## config.mk

```make
export PLATFORM = sky130hd
export DESIGN_NAME = qenc_poscnt
export DESIGN_NICKNAME = d
export VERILOG_FILES = /design/src/rtl/qenc_pkg.sv /design/src/rtl/qenc_sync.sv /design/src/rtl/qenc_quad.sv /design/src/rtl/qenc_match.sv /design/src/rtl/qenc_poscnt.sv
export SDC_FILE = /design/constraint.sdc
export NUM_CORES = 1
export LEC_CHECK = 0
export ABC_AREA = 1
export ABC_CLOCK_PERIOD_IN_PS = 5780
export BUFFER_PORTS_ARGS = -buffer_cell sky130_fd_sc_hd__buf_2
export CORE_MARGIN = 2
export CORE_UTILIZATION = 40
export CTS_BUF_LIST = sky130_fd_sc_hd__clkbuf_8
export CTS_CLUSTER_DIAMETER = 50
export DETAILED_ROUTE_END_ITERATION = 10
export PLACE_DENSITY_LB_ADDON = 0.15
export SETUP_SLACK_MARGIN = 0.4
export SYNTH_ARGS = -nofsm -noshare
export SYNTH_HDL_FRONTEND = slang
export SYNTH_SLANG_ARGS = --single-unit
```

## constraint.sdc

```tcl
create_clock -name clk -period 5.78 [get_ports clk]
set_input_delay 0.867 -clock clk [delete_from_list [all_inputs] [get_ports clk]]
set_output_delay 0.867 -clock clk [all_outputs]
set_load 0.01 [all_outputs]
```

## src/rtl/qenc_pkg.sv

```systemverilog
package qenc_pkg;

   typedef enum logic [1:0] {
      ZSEL_OFF  = 2'b00,
      ZSEL_RISE = 2'b01,
      ZSEL_FALL = 2'b10,
      ZSEL_BOTH = 2'b11
   } zsel_e;

   // bit 9 down to bit 0
   typedef struct packed {
      logic       reload;
      logic       lvl_z;
      logic       lvl_b;
      logic       lvl_a;
      logic       lvl_en;
      zsel_e      zsel;
      logic [1:0] clr_mt;
      logic       run;
   } ctrl_t;

   localparam int CTRL_W = $bits(ctrl_t);

endpackage

```

## src/rtl/qenc_sync.sv

```systemverilog
module qenc_sync #(
   parameter int N = 3
) (
   input  logic         clk,
   input  logic         rst_n,
   input  logic [N-1:0] raw_i,
   output logic [N-1:0] sync_o,
   output logic [N-1:0] prev_o
);
   logic [N-1:0] meta_q;
   logic [N-1:0] sync_q;
   logic [N-1:0] prev_q;

   always_ff @(posedge clk or negedge rst_n) begin
      if (!rst_n) begin
         meta_q <= '0;
         sync_q <= '0;
         prev_q <= '0;
      end else begin
         meta_q <= raw_i;
         sync_q <= meta_q;
         prev_q <= sync_q;
      end
   end

   assign sync_o = sync_q;
   assign prev_o = prev_q;
endmodule

```

## src/rtl/qenc_quad.sv

```systemverilog
module qenc_quad (
   input  logic [1:0] cur_i,
   input  logic [1:0] prv_i,
   output logic       up_o,
   output logic       dn_o
);
   logic single;
   logic fwd;

   always_comb begin
      single = (cur_i[0] ^ prv_i[0]) ^ (cur_i[1] ^ prv_i[1]);
      fwd    = cur_i[0] ^ prv_i[1];
      up_o   = single & fwd;
      dn_o   = single & ~fwd;
   end
endmodule

```

## src/rtl/qenc_match.sv

```systemverilog
module qenc_match #(
   parameter int W = 16
) (
   input  logic         clk,
   input  logic         rst_n,
   input  logic [W-1:0] cnt_q_i,
   input  logic [W-1:0] cnt_d_i,
   input  logic [W-1:0] ref_i,
   output logic         hit_o
);
   logic hit_q;

   always_ff @(posedge clk or negedge rst_n) begin
      if (!rst_n) hit_q <= 1'b0;
      else        hit_q <= (cnt_d_i != cnt_q_i) && (cnt_d_i == ref_i);
   end

   assign hit_o = hit_q;
endmodule

```

## src/rtl/qenc_poscnt.sv

```systemverilog
module qenc_poscnt
   import qenc_pkg::*;
#(
   parameter int W    = 16,
   parameter int NCMP = 2
) (
   input  logic              clk,
   input  logic              rst_n,
   input  logic              enc_a,
   input  logic              enc_b,
   input  logic              enc_z,
   input  logic              ctrl_we,
   input  logic [CTRL_W-1:0] ctrl_wdata,
   input  logic [NCMP-1:0]   cmp_we,
   input  logic [W-1:0]      cmp_wdata,
   output logic [W-1:0]      count_o,
   output logic [NCMP-1:0]   match_o
);
   localparam int NIN = 3;
   localparam logic [W-1:0] ALL_ONES = {W{1'b1}};

   generate
      if (W < 2) begin : g_bad_w
         $error("qenc_poscnt: W must be at least 2");
      end
      if (NCMP != 2) begin : g_bad_ncmp
         $error("qenc_poscnt: NCMP must be 2 to match the control word");
      end
   endgenerate

   ctrl_t          ctrl_q;
   logic [W-1:0]   cnt_q;
   logic [W-1:0]   cnt_d;
   logic [W-1:0]   cmp_q [NCMP];
   logic [NIN-1:0] s_zba;
   logic [NIN-1:0] p_zba;
   logic           step_up;
   logic           step_dn;
   logic           z_hit;
   logic           lvl_hit;
   logic           mt_hit;
   logic           clr_any;

   // signals brought out for the bound checker
   logic           run_w;
   logic           reload_w;
   logic [W-1:0]   cmp0_w;

   qenc_sync #(.N(NIN)) u_sync (
      .clk   (clk),
      .rst_n (rst_n),
      .raw_i ({enc_z, enc_b, enc_a}),
      .sync_o(s_zba),
      .prev_o(p_zba)
   );

   qenc_quad u_quad (
      .cur_i(s_zba[1:0]),
      .prv_i(p_zba[1:0]),
      .up_o (step_up),
      .dn_o (step_dn)
   );

   always_ff @(posedge clk or negedge rst_n) begin
      if (!rst_n)       ctrl_q <= '0;
      else if (ctrl_we) ctrl_q <= ctrl_t'(ctrl_wdata);
   end

   genvar gi;
   generate
      for (gi = 0; gi < NCMP; gi++) begin : g_cmp
         always_ff @(posedge clk or negedge rst_n) begin
            if (!rst_n)          cmp_q[gi] <= '0;
            else if (cmp_we[gi]) cmp_q[gi] <= cmp_wdata;
         end

         qenc_match #(.W(W)) u_match (
            .clk    (clk),
            .rst_n  (rst_n),
            .cnt_q_i(cnt_q),
            .cnt_d_i(cnt_d),
            .ref_i  (cmp_q[gi]),
            .hit_o  (match_o[gi])
         );
      end
   endgenerate

   always_comb begin
      unique case (ctrl_q.zsel)
         ZSEL_RISE: z_hit = s_zba[2] & ~p_zba[2];
         ZSEL_FALL: z_hit = ~s_zba[2] & p_zba[2];
         ZSEL_BOTH: z_hit = s_zba[2] ^ p_zba[2];
         default:   z_hit = 1'b0;
      endcase
      lvl_hit = ctrl_q.lvl_en &&
                (s_zba == {ctrl_q.lvl_z, ctrl_q.lvl_b, ctrl_q.lvl_a});
      mt_hit  = |(match_o & ctrl_q.clr_mt);
      clr_any = z_hit | lvl_hit | mt_hit;
   end

   always_comb begin
      cnt_d = cnt_q;
      if (ctrl_q.run) begin
         if (clr_any)
            cnt_d = '0;
         else if (step_up)
            cnt_d = cnt_q + 1'b1;
         else if (step_dn)
            cnt_d = (cnt_q == '0) ? (ctrl_q.reload ? cmp_q[0] : ALL_ONES)
                                  : cnt_q - 1'b1;
      end
   end

   always_ff @(posedge clk or negedge rst_n) begin
      if (!rst_n) cnt_q <= '0;
      else        cnt_q <= cnt_d;
   end

   assign count_o  = cnt_q;
   assign run_w    = ctrl_q.run;
   assign reload_w = ctrl_q.reload;
   assign cmp0_w   = cmp_q[0];
endmodule

```

# Word level (Yosys, flattened, before mapping)
# Cells that the tools add are included.
[totals]
register_bits = 69
[op_classes]
addsub = 2
n_eq_ne = 7
muxes = 7
n_bitwise = 15
n_reduce_logical = 5
[op_table]
columns = ["op", "count"]
rows = [
  ["$mux W16", 6],
  ["$eq A16 B16 Y1", 2],
  ["$add A16 B1 Y16 const B", 1],
  ["$logic_not A16 Y1", 1],
  ["$ne A16 B16 Y1", 1],
  ["$sub A16 B1 Y16 const B", 1],
  ["$xor A1 B1 Y1", 5],
  ["$and A1 B1 Y1", 4],
  ["$eq A2 B2 Y1 const B", 2],
  ["$eq A3 B3 Y1", 1],
  ["$logic_and A1 B1 Y1", 3],
  ["$not A1 Y1", 3],
  ["$pmux W1 S3", 1],
  ["$and A2 B2 Y2", 1],
  ["$eq A2 B1 Y1 const B", 1],
  ["$or A1 B1 Y1", 2],
  ["$reduce_or A2 Y1", 1],
]

# Logic depth before layout (Yosys ltp)
# Gate-level depths: netlist (run 1).
[logic_depth]
ltp_word = 9
mapped_depth = 19
mapped_depth_nobuf = 18

# By module
# From an unflattened synthesis (run 1), not the netlist that was laid out.
[hier_totals]
cells_unflattened = 773
area_unflattened_um2 = 5242.5
[by_module_without_submodules]
columns = ["mod", "instances", "cells_per_inst", "area_each_um2"]
rows = [
  ["qenc_poscnt", 1, 468, 3727.3],
  ["qenc_match", 2, 137, 598.1],
  ["qenc_sync", 1, 9, 225.2],
  ["qenc_quad", 1, 22, 93.8],
]

# Worst setup path before layout (run 1)
# No wires, ideal clock.
[synth_timing]
path_kind = "reg2reg"
startpoint = "register cnt_q[0] (netlist: count_o[0])"
endpoint = "register g_cmp[0].u_match.hit_q"
arrival_ns = 2.130
setup_slack_ns = 3.530
stages_incl_launch_ff = 19
synth_period_minus_slack_ns = 2.250
path_cell_list = "dfrtp_1 buf_4 inv_1 ha_1 nand2_1 nor2_4 nand2_2 nand2_1 nand2_1 nand2_1 nand3_2 nand3_1 nand2_1 inv_1 nand2_1 nor2_1 nand3_1 nor2_1 nor2_1"
[synth_via]
elab_chain_len = 8
word_cells_on_any_way = 11
[synth_lines]
columns = ["item", "line_no", "source"]
rows = [
  ["from (decl)", "qenc_poscnt.sv:32", "logic [W-1:0] cnt_q;"],
  ["from (signal assigned)", "qenc_poscnt.sv:116", "else cnt_q <= cnt_d;"],
  ["$sub A16 B1 Y16 / $logic_not A16 Y1 (equally long branches)", "qenc_poscnt.sv:110, qenc_poscnt.sv:109", ""],
  ["$mux W16", "qenc_poscnt.sv:109", "cnt_d = (cnt_q == '0) ? (ctrl_q.reload ? cmp_q[0] : ALL_ONES)"],
  ["$mux W16", "qenc_poscnt.sv:108", "else if (step_dn)"],
  ["$mux W16", "qenc_poscnt.sv:106", "else if (step_up)"],
  ["$mux W16", "qenc_poscnt.sv:104", "if (clr_any)"],
  ["$mux W16", "qenc_poscnt.sv:103", "if (ctrl_q.run) begin"],
  ["$ne A16 B16 Y1 / $eq A16 B16 Y1 (equally long branches)", "qenc_match.sv:15", "else hit_q <= (cnt_d_i != cnt_q_i) && (cnt_d_i == ref_i);"],
  ["$logic_and A1 B1 Y1 (*)", "qenc_match.sv:15", ""],
  ["to (signal assigned)", "qenc_match.sv:15", ""],
  ["to (decl)", "qenc_match.sv:11", "logic hit_q;"],
]
# Mark *: on every way between the ends. The rest lies on a longest branch, timed or not.
# A chain may end at the register's enable or synchronous reset.

# Worst setup path in the final report (run 1)
[layout_timing]
startpoint = "register ctrl_q (netlist bit run_w)"
endpoint = "register g_cmp[0].u_match.hit_q"
[layout_via]
elab_chain_len = 3
word_cells_on_any_way = 4
[layout_lines]
columns = ["item", "line_no", "source"]
rows = [
  ["from (decl)", "qenc_poscnt.sv:31", "ctrl_t ctrl_q;"],
  ["from (signal assigned)", "qenc_poscnt.sv:66", "else if (ctrl_we) ctrl_q <= ctrl_t'(ctrl_wdata);"],
  ["$mux W16 (*)", "qenc_poscnt.sv:103", ""],
  ["$ne A16 B16 Y1 / $eq A16 B16 Y1 (equally long branches)", "qenc_match.sv:15", ""],
  ["$logic_and A1 B1 Y1 (*)", "qenc_match.sv:15", ""],
]
# Marks and branches as above.

==> out/results.ini, run 1 <==
[critical_path]
worst_r2r_endpoint=g_cmp[0].u_match.hit_o
cp-start-kind=flip-flop
path_class=reg -> reg
required_ps=6030
ff2ff_setup_slack_ps=2590
r2r_cells=13
arrival_ps=3430
crit_path_max_fanout=18
cp-end-kind=flip-flop
r2r-start=run_w

[synthesis]
ys_warn_count=0
ys.flop_type=dfrtp_1
syn_inst=789
ys_types=31
synthArstFlopShare_pct=100
syn-mean-instance-area_um2=6.63
synth_xor_xnor_area_share_pct=1.15
ys_ff_latch=69
syn-num-nets=828
synth-simple-area-share_pct=47.8
muxShareOfSynthArea_pct=0.646
yosys.area_share.adder_pct=1.20
netlist_area_mm2=0.00523
synth_compound_area_share_pct=6.87
synth-seq-area-share_pct=33.0
synth_edf_count=0
synth_top_family_by_area=simple AND/OR/NAND/NOR gates

[route]
via_per_inst=5.24
first_iter_violations=437
wirelength_um=15300
drc=0
postRouteAntennaNets=0
wl_per_cell_um=15.2
num_vias=5249
dr.pass1.iters=5

[clock_tree]
clkTransAtPathRegs_ps=70
clk_path_buf_depth=2
cts_tree=done
htree_levels=3
cts_buffers=9
cts.hold.buffers_added=0
cts.root.buffer_cell=clkbuf_8
cts_setup_buffers=0
clk_latency_ps=370
clock_sinks=69
cts_resized=0

[timing]
worstMarginPinSlew_ps=905
hold_viol=0
slew_headroom_pct=39.7
fin_setup_tns_ps=0
clock_skew_ps=10.1
setup_viol=0
fin_crit_ps=3190
min_period_over_period_pct=55.1
rsz0062_at_grt=no
max_freq_mhz=314
slew_violations=0

[global_route]
antenna_found_initial=0
grt_max_degree=70
grt_pass1_wl_um=25200
grtUsageTotal_pct=22.7
grt_overflow=0
grt_pass1_vias=4940

[die]
die_area_mm2=0.0140
die_w_um=118
die_h_um=118
start_util_pct=41.3
ios=52
placementRows=41
core_mm2=0.0127

[status]
status=finished clean

[finish]
num-nets-final=864
fin_util_pct=44.9
final_common_cell=nand2_1
drive_gt1_share_pct=16.9
mostFrequentLayoutCells=nand2_1, nand3_1, inv_1, nor2_1, dfrtp_1
diodes=0
seqCellArea_mm2=0.00173
fillers=1377
area_growth_pct=8.90
multi_input_area_mm2=0.00302

[placement]
port_buffers=51
dp_hpwl_um=11500
gp_congestion=0.965

[hold_path]
min_from=u_sync.meta_q[2]
hold_class=reg -> reg
whs_endpoint=u_sync.sync_o[2]
hold_path_depth=0

[pwr]
p_leak_nw=2.95
p_per_area_mw_per_mm2=348
ir_worst_vdd_mv=0.186

[flow_run]
drv_cap=0

[worst max path at each step]
| stage | start | to | slack (ps) | cells after the start |
|---|---|---|---|---|
| global placement | run_w | g_cmp[0].u_match.hit_o | 2590 | 15 |
| floorplan | count_o[0] | g_cmp[0].u_match.hit_o | 3530 | 18 |
| global route | run_w | g_cmp[0].u_match.hit_o | 2370 | 15 |
| detailed placement | run_w | g_cmp[0].u_match.hit_o | 2620 | 15 |
| finish | run_w | g_cmp[0].u_match.hit_o | 2590 | 13 |
| CTS | run_w | g_cmp[0].u_match.hit_o | 2610 | 13 |
[stage by stage]
| stage | hold slack [ps] | instance area [um2] | total power, mW | cells | setup WS [ps] |
|---|---|---|---|---|---|
| after CTS | 355 | 5690 | 1.99 | 1002 | 2610 |
| after global placement | 339 | 5540 | 1.63 | 986 | 2590 |
| after global routing | 370 | 5690 | 2.16 | 1002 | 2370 |
| after detailed placement | 336 | 5540 | 1.65 | 986 | 2620 |
| final | 349 | 5690 | 1.98 | 1002 | 2590 |
| after floorplan | 331 | 5230 | 1.40 | 789 | 3530 |
[worst max-delay path, cell delays in order (launching register included)]
cell and delay, ps:
dfrtp_1 790, inv_2 380, a21oi_2 230, nand4_1 180
nor2_4 300, o21ai_0 140, nor2_1 180, nand2_2 110
nand3_1 80, o21ai_1 100, nor2_1 110, nand3_1 110
nor2_1 260, nor2_1 80
[Yosys cell counts (3+ instances only)]
cell | number | area, um2
o21ai_1 | 4 | 20.0
xor2_1 | 3 | 26.3
nor2_8 | 3 | 60.1
nand2_1 | 261 | 980
o21ai_0 | 47 | 235
mux2_2 | 3 | 33.8
nand2_4 | 6 | 67.6
a21oi_2 | 5 | 43.8
nand2_2 | 27 | 169
clkbuf_1 | 10 | 37.5
buf_4 | 8 | 60.1
inv_1 | 81 | 304
nor2_2 | 9 | 56.3
nand3_2 | 8 | 80.1
nor2_4 | 10 | 113
buf_2 | 6 | 30.0
nor2_1 | 69 | 259
ha_1 | 5 | 62.6
dfrtp_1 | 69 | 1730
nand3_1 | 109 | 546
nand4_1 | 20 | 125
a21oi_1 | 12 | 60.1
[cell families after synthesis]
| family | count (synthesis) |
|---|---|
| AO/OA/AOI/OAI | 68 |
| XOR/XNOR | 6 |
| adder cells (fa/ha/maj) | 5 |
| buffers and inverters | 112 |
| flip-flops | 69 |
| multiplexers | 3 |
| AND/OR/NAND/NOR | 526 |
[layer usage]
metal | GRT usage, % | share of wire, % | vias to the layer above | routed length, um
li1 | - | - | 2593 | -
met1 | 31.4 | 46 | 2450 | 7090
met2 | 35.3 | 46 | 184 | 7010
met3 | 4.15 | 5.4 | 22 | 824
met4 | 8.06 | 2.3 | 0 | 358
met5 | 0 | 0 | - | 0
[state kept, by name, indices dropped and copies added (netlist names)]
name                 count
cmp_q                   16
ctrl_q                   8
cmp0_w                  16
reload_w                 1
u_sync.sync_o            3
count_o                 16
u_sync.meta_q            3
g_cmp.u_match.hit_o      2
run_w                    1
u_sync.prev_o            3
[power breakdown]
part / switching, mW / internal [mW]
combinational: 0.652 / 0.312
sequential: 0.141 / 0.547
clock: 0.184 / 0.146
[cell type report]
type	instances	area share (%)
multi-input cells	608	53.0
inverters	85	5.65
flip-flops and latches	69	30.3
repair buffers	52	4.61
clock buffers	9	2.18
well taps	172	3.78
clock inverters	7	0.505
(Power assumes the default switching activity.)
==> run 2, diff against run 1 <==
- ABC_CLOCK_PERIOD_IN_PS: 5780 -> 3040
- clock period: 5.78 -> 3.04 ns (I/O delays scaled with it)
==> out/results.ini, run 2 (synthesis gave the netlist of run 1 again) <==
[finish]
diodes=0  ; unchanged
final_common_cell=nand2_1
mostFrequentLayoutCells=nand2_1, nand3_1, inv_1, dfrtp_1, nor2_1
area_growth_pct=16.7
drive_gt1_share_pct=23.3  ; +6.4 points
num-nets-final=889  ; +2.9%
fin_util_pct=48.1  ; +3.2 points

[critical_path]
path_class=reg -> reg
cpPeakStageDelay_ps=400  ; -390 ps
cp_slowest_cell=dfrtp_1
crit_path_max_fanout=7  ; -11
required_ps=3310  ; -2720 ps
crit_chain=inv_1 -> ha_1 -> nand2_1 -> nand3_2 -> nand4_1 -> nor2_4 -> buf_6 -> nand2_4 -> nor2_4 -> nand2_4 -> nand3_2 -> nand2_1 -> inv_1 -> nand2_2 -> nor2_4 -> nand3_2 -> nor2_2 -> nor2_1
cp-start-kind=flip-flop
arrival_ps=2760  ; -670 ps
cp-end-kind=flip-flop

[placement]
port_buffers=51  ; unchanged
dp_hpwl_um=12700  ; +11%
dp_slack_ps=370  ; -2250 ps
gp_congestion=0.948  ; -1.8%

[timing]
worstMarginPinSlew_ps=754  ; -151 ps
slew_headroom_pct=49.7  ; +10 points
timing.hold.ws_ps=133  ; -215 ps
min_period_over_period_pct=82.1  ; +27 points
max_freq_mhz=401  ; +28%
fin_crit_ps=2500  ; -691 ps
hold_viol=0  ; unchanged
clock_skew_ps=13.5  ; +3.43 ps
setup_viol=0  ; unchanged
rsz0062_at_grt=yes
finalWorstSetupSlack_ps=545  ; -2050 ps
slew_violations=0  ; unchanged
fin_setup_tns_ps=0  ; unchanged

[route]
postRouteAntennaNets=0  ; unchanged
wl_per_cell_um=16.1  ; +5.4%
first_iter_violations=428  ; -2.1%
wirelength_um=16500  ; +8.0%
dr.pass1.iters=5  ; unchanged
num_vias=5319  ; +1.3%
drc=0  ; unchanged
via_per_inst=5.18  ; -1.1%

[clock_tree]
clk_latency_ps=380  ; about the same
htree_levels=3  ; unchanged
cts.hold.buffers_added=0  ; unchanged
cts_tree=done
clock_sinks=69  ; unchanged
clk_path_buf_depth=2  ; unchanged
cts.root.buffer_cell=clkbuf_8
cts_buffers=9  ; unchanged
clkTransAtPathRegs_ps=80  ; about the same

[pwr]
p_leak_nw=3.11  ; +5.5%
ir_worst_vdd_mv=0.330  ; +77%
p_clk_share_pct=19.1  ; +2.4 points
internal_power_mw=2.19  ; +120%
pwr-share-comb_pct=51.0  ; +2.3 points
p_per_area_mw_per_mm2=689  ; +98%
p_switching_mw=2.01  ; +110%
swShare_pct=47.9  ; -1.4 points
power_frac_seq_pct=29.9  ; -4.8 points

[global_route]
grt_pass1_vias=5059  ; +2.4%
grt_pass1_wl_um=26700  ; +6.0%
grt_max_degree=39  ; -44%
grt_overflow=0  ; unchanged
grtUsageTotal_pct=24.4  ; +1.8 points
antenna_found_initial=0  ; unchanged

[hold_path]
hold_class=in -> async

[flow_run]
drv_cap=0  ; unchanged

[die]
die_area_mm2=0.0140  ; unchanged
ios=52  ; unchanged
start_util_pct=41.3  ; unchanged
die_w_um=118  ; unchanged
core_mm2=0.0127  ; unchanged
die_h_um=118  ; unchanged
placementRows=41  ; unchanged

[status]
status=finished clean

## run 2: what timing repair did
item                                    CTS  global route
hold endpoints to repair                  0             0
endpoints found under the setup margin    2             2
pin swaps                                 1            21
gates resized for setup                   3            41
setup buffers                             2             8
## run 2: layout make-up
type / count / area [um2]
fillers: 1369 / 6570
multi-input cells: 608 / 3140
flip-flops and latches: 69 / 1740
repair buffers: 77 / 470
inverters: 85 / 324
well taps: 172 / 215
clock buffers: 11 / 151
clock inverters: 5 / 58.8
## run 2: worst paths after layout
check | slack (ps) | cells past startpoint | end | start
min in group clk | 180 | 1 | u_sync.meta_q[2] | enc_z
worst min register to register | 360 | 0 | u_sync.sync_o[0] | u_sync.meta_q[0]
worst max-delay path | 540 | 18 | g_cmp[0].u_match.hit_o | u_sync.sync_o[2]
worst max register to register | 540 | 18 | g_cmp[0].u_match.hit_o | u_sync.sync_o[2]
max in group asynchronous | 2210 | 2 | cmp_q[10] | rst_n
worst min-delay path | 130 | 1 | ctrl_q[2] | rst_n
## run 2: worst max-delay path, delay by kind of cell, from the launching register on
kind	cells	cell delay, ps
fa+ha+maj	1	270
buf+inv	3	270
flops	1	400
simple gates	14	1460
## run 2: metrics by stage
step / total power, mW / std cells / cell area [um2]
after floorplan: 2.67 / 789 / 5230
after global placement: 3.24 / 1001 / 5670
after detailed placement: 3.24 / 1001 / 5670
after CTS: 4.06 / 1019 / 5900
after global routing: 4.54 / 1027 / 6100
final: 4.20 / 1027 / 6100
## run 2: power groups by stage
stage / clock network [mW] / logic [mW] / registers [mW]
after global routing: 0.868 / 2.39 / 1.28
after CTS: 0.821 / 2.00 / 1.24
final: 0.804 / 2.14 / 1.26
after floorplan: 0 / 1.49 / 1.18
after detailed placement: 0 / 1.98 / 1.26
after global placement: 0 / 1.98 / 1.26
## run 2: layer usage
metal | track usage (%) | vias up | part of all wire, %
li1 | - | 2629 | -
met1 | 34.1 | 2525 | 47
met2 | 38.9 | 152 | 46
met3 | 4.44 | 13 | 5.7
met4 | 6.17 | 0 | 1.5
met5 | 0 | - | 0
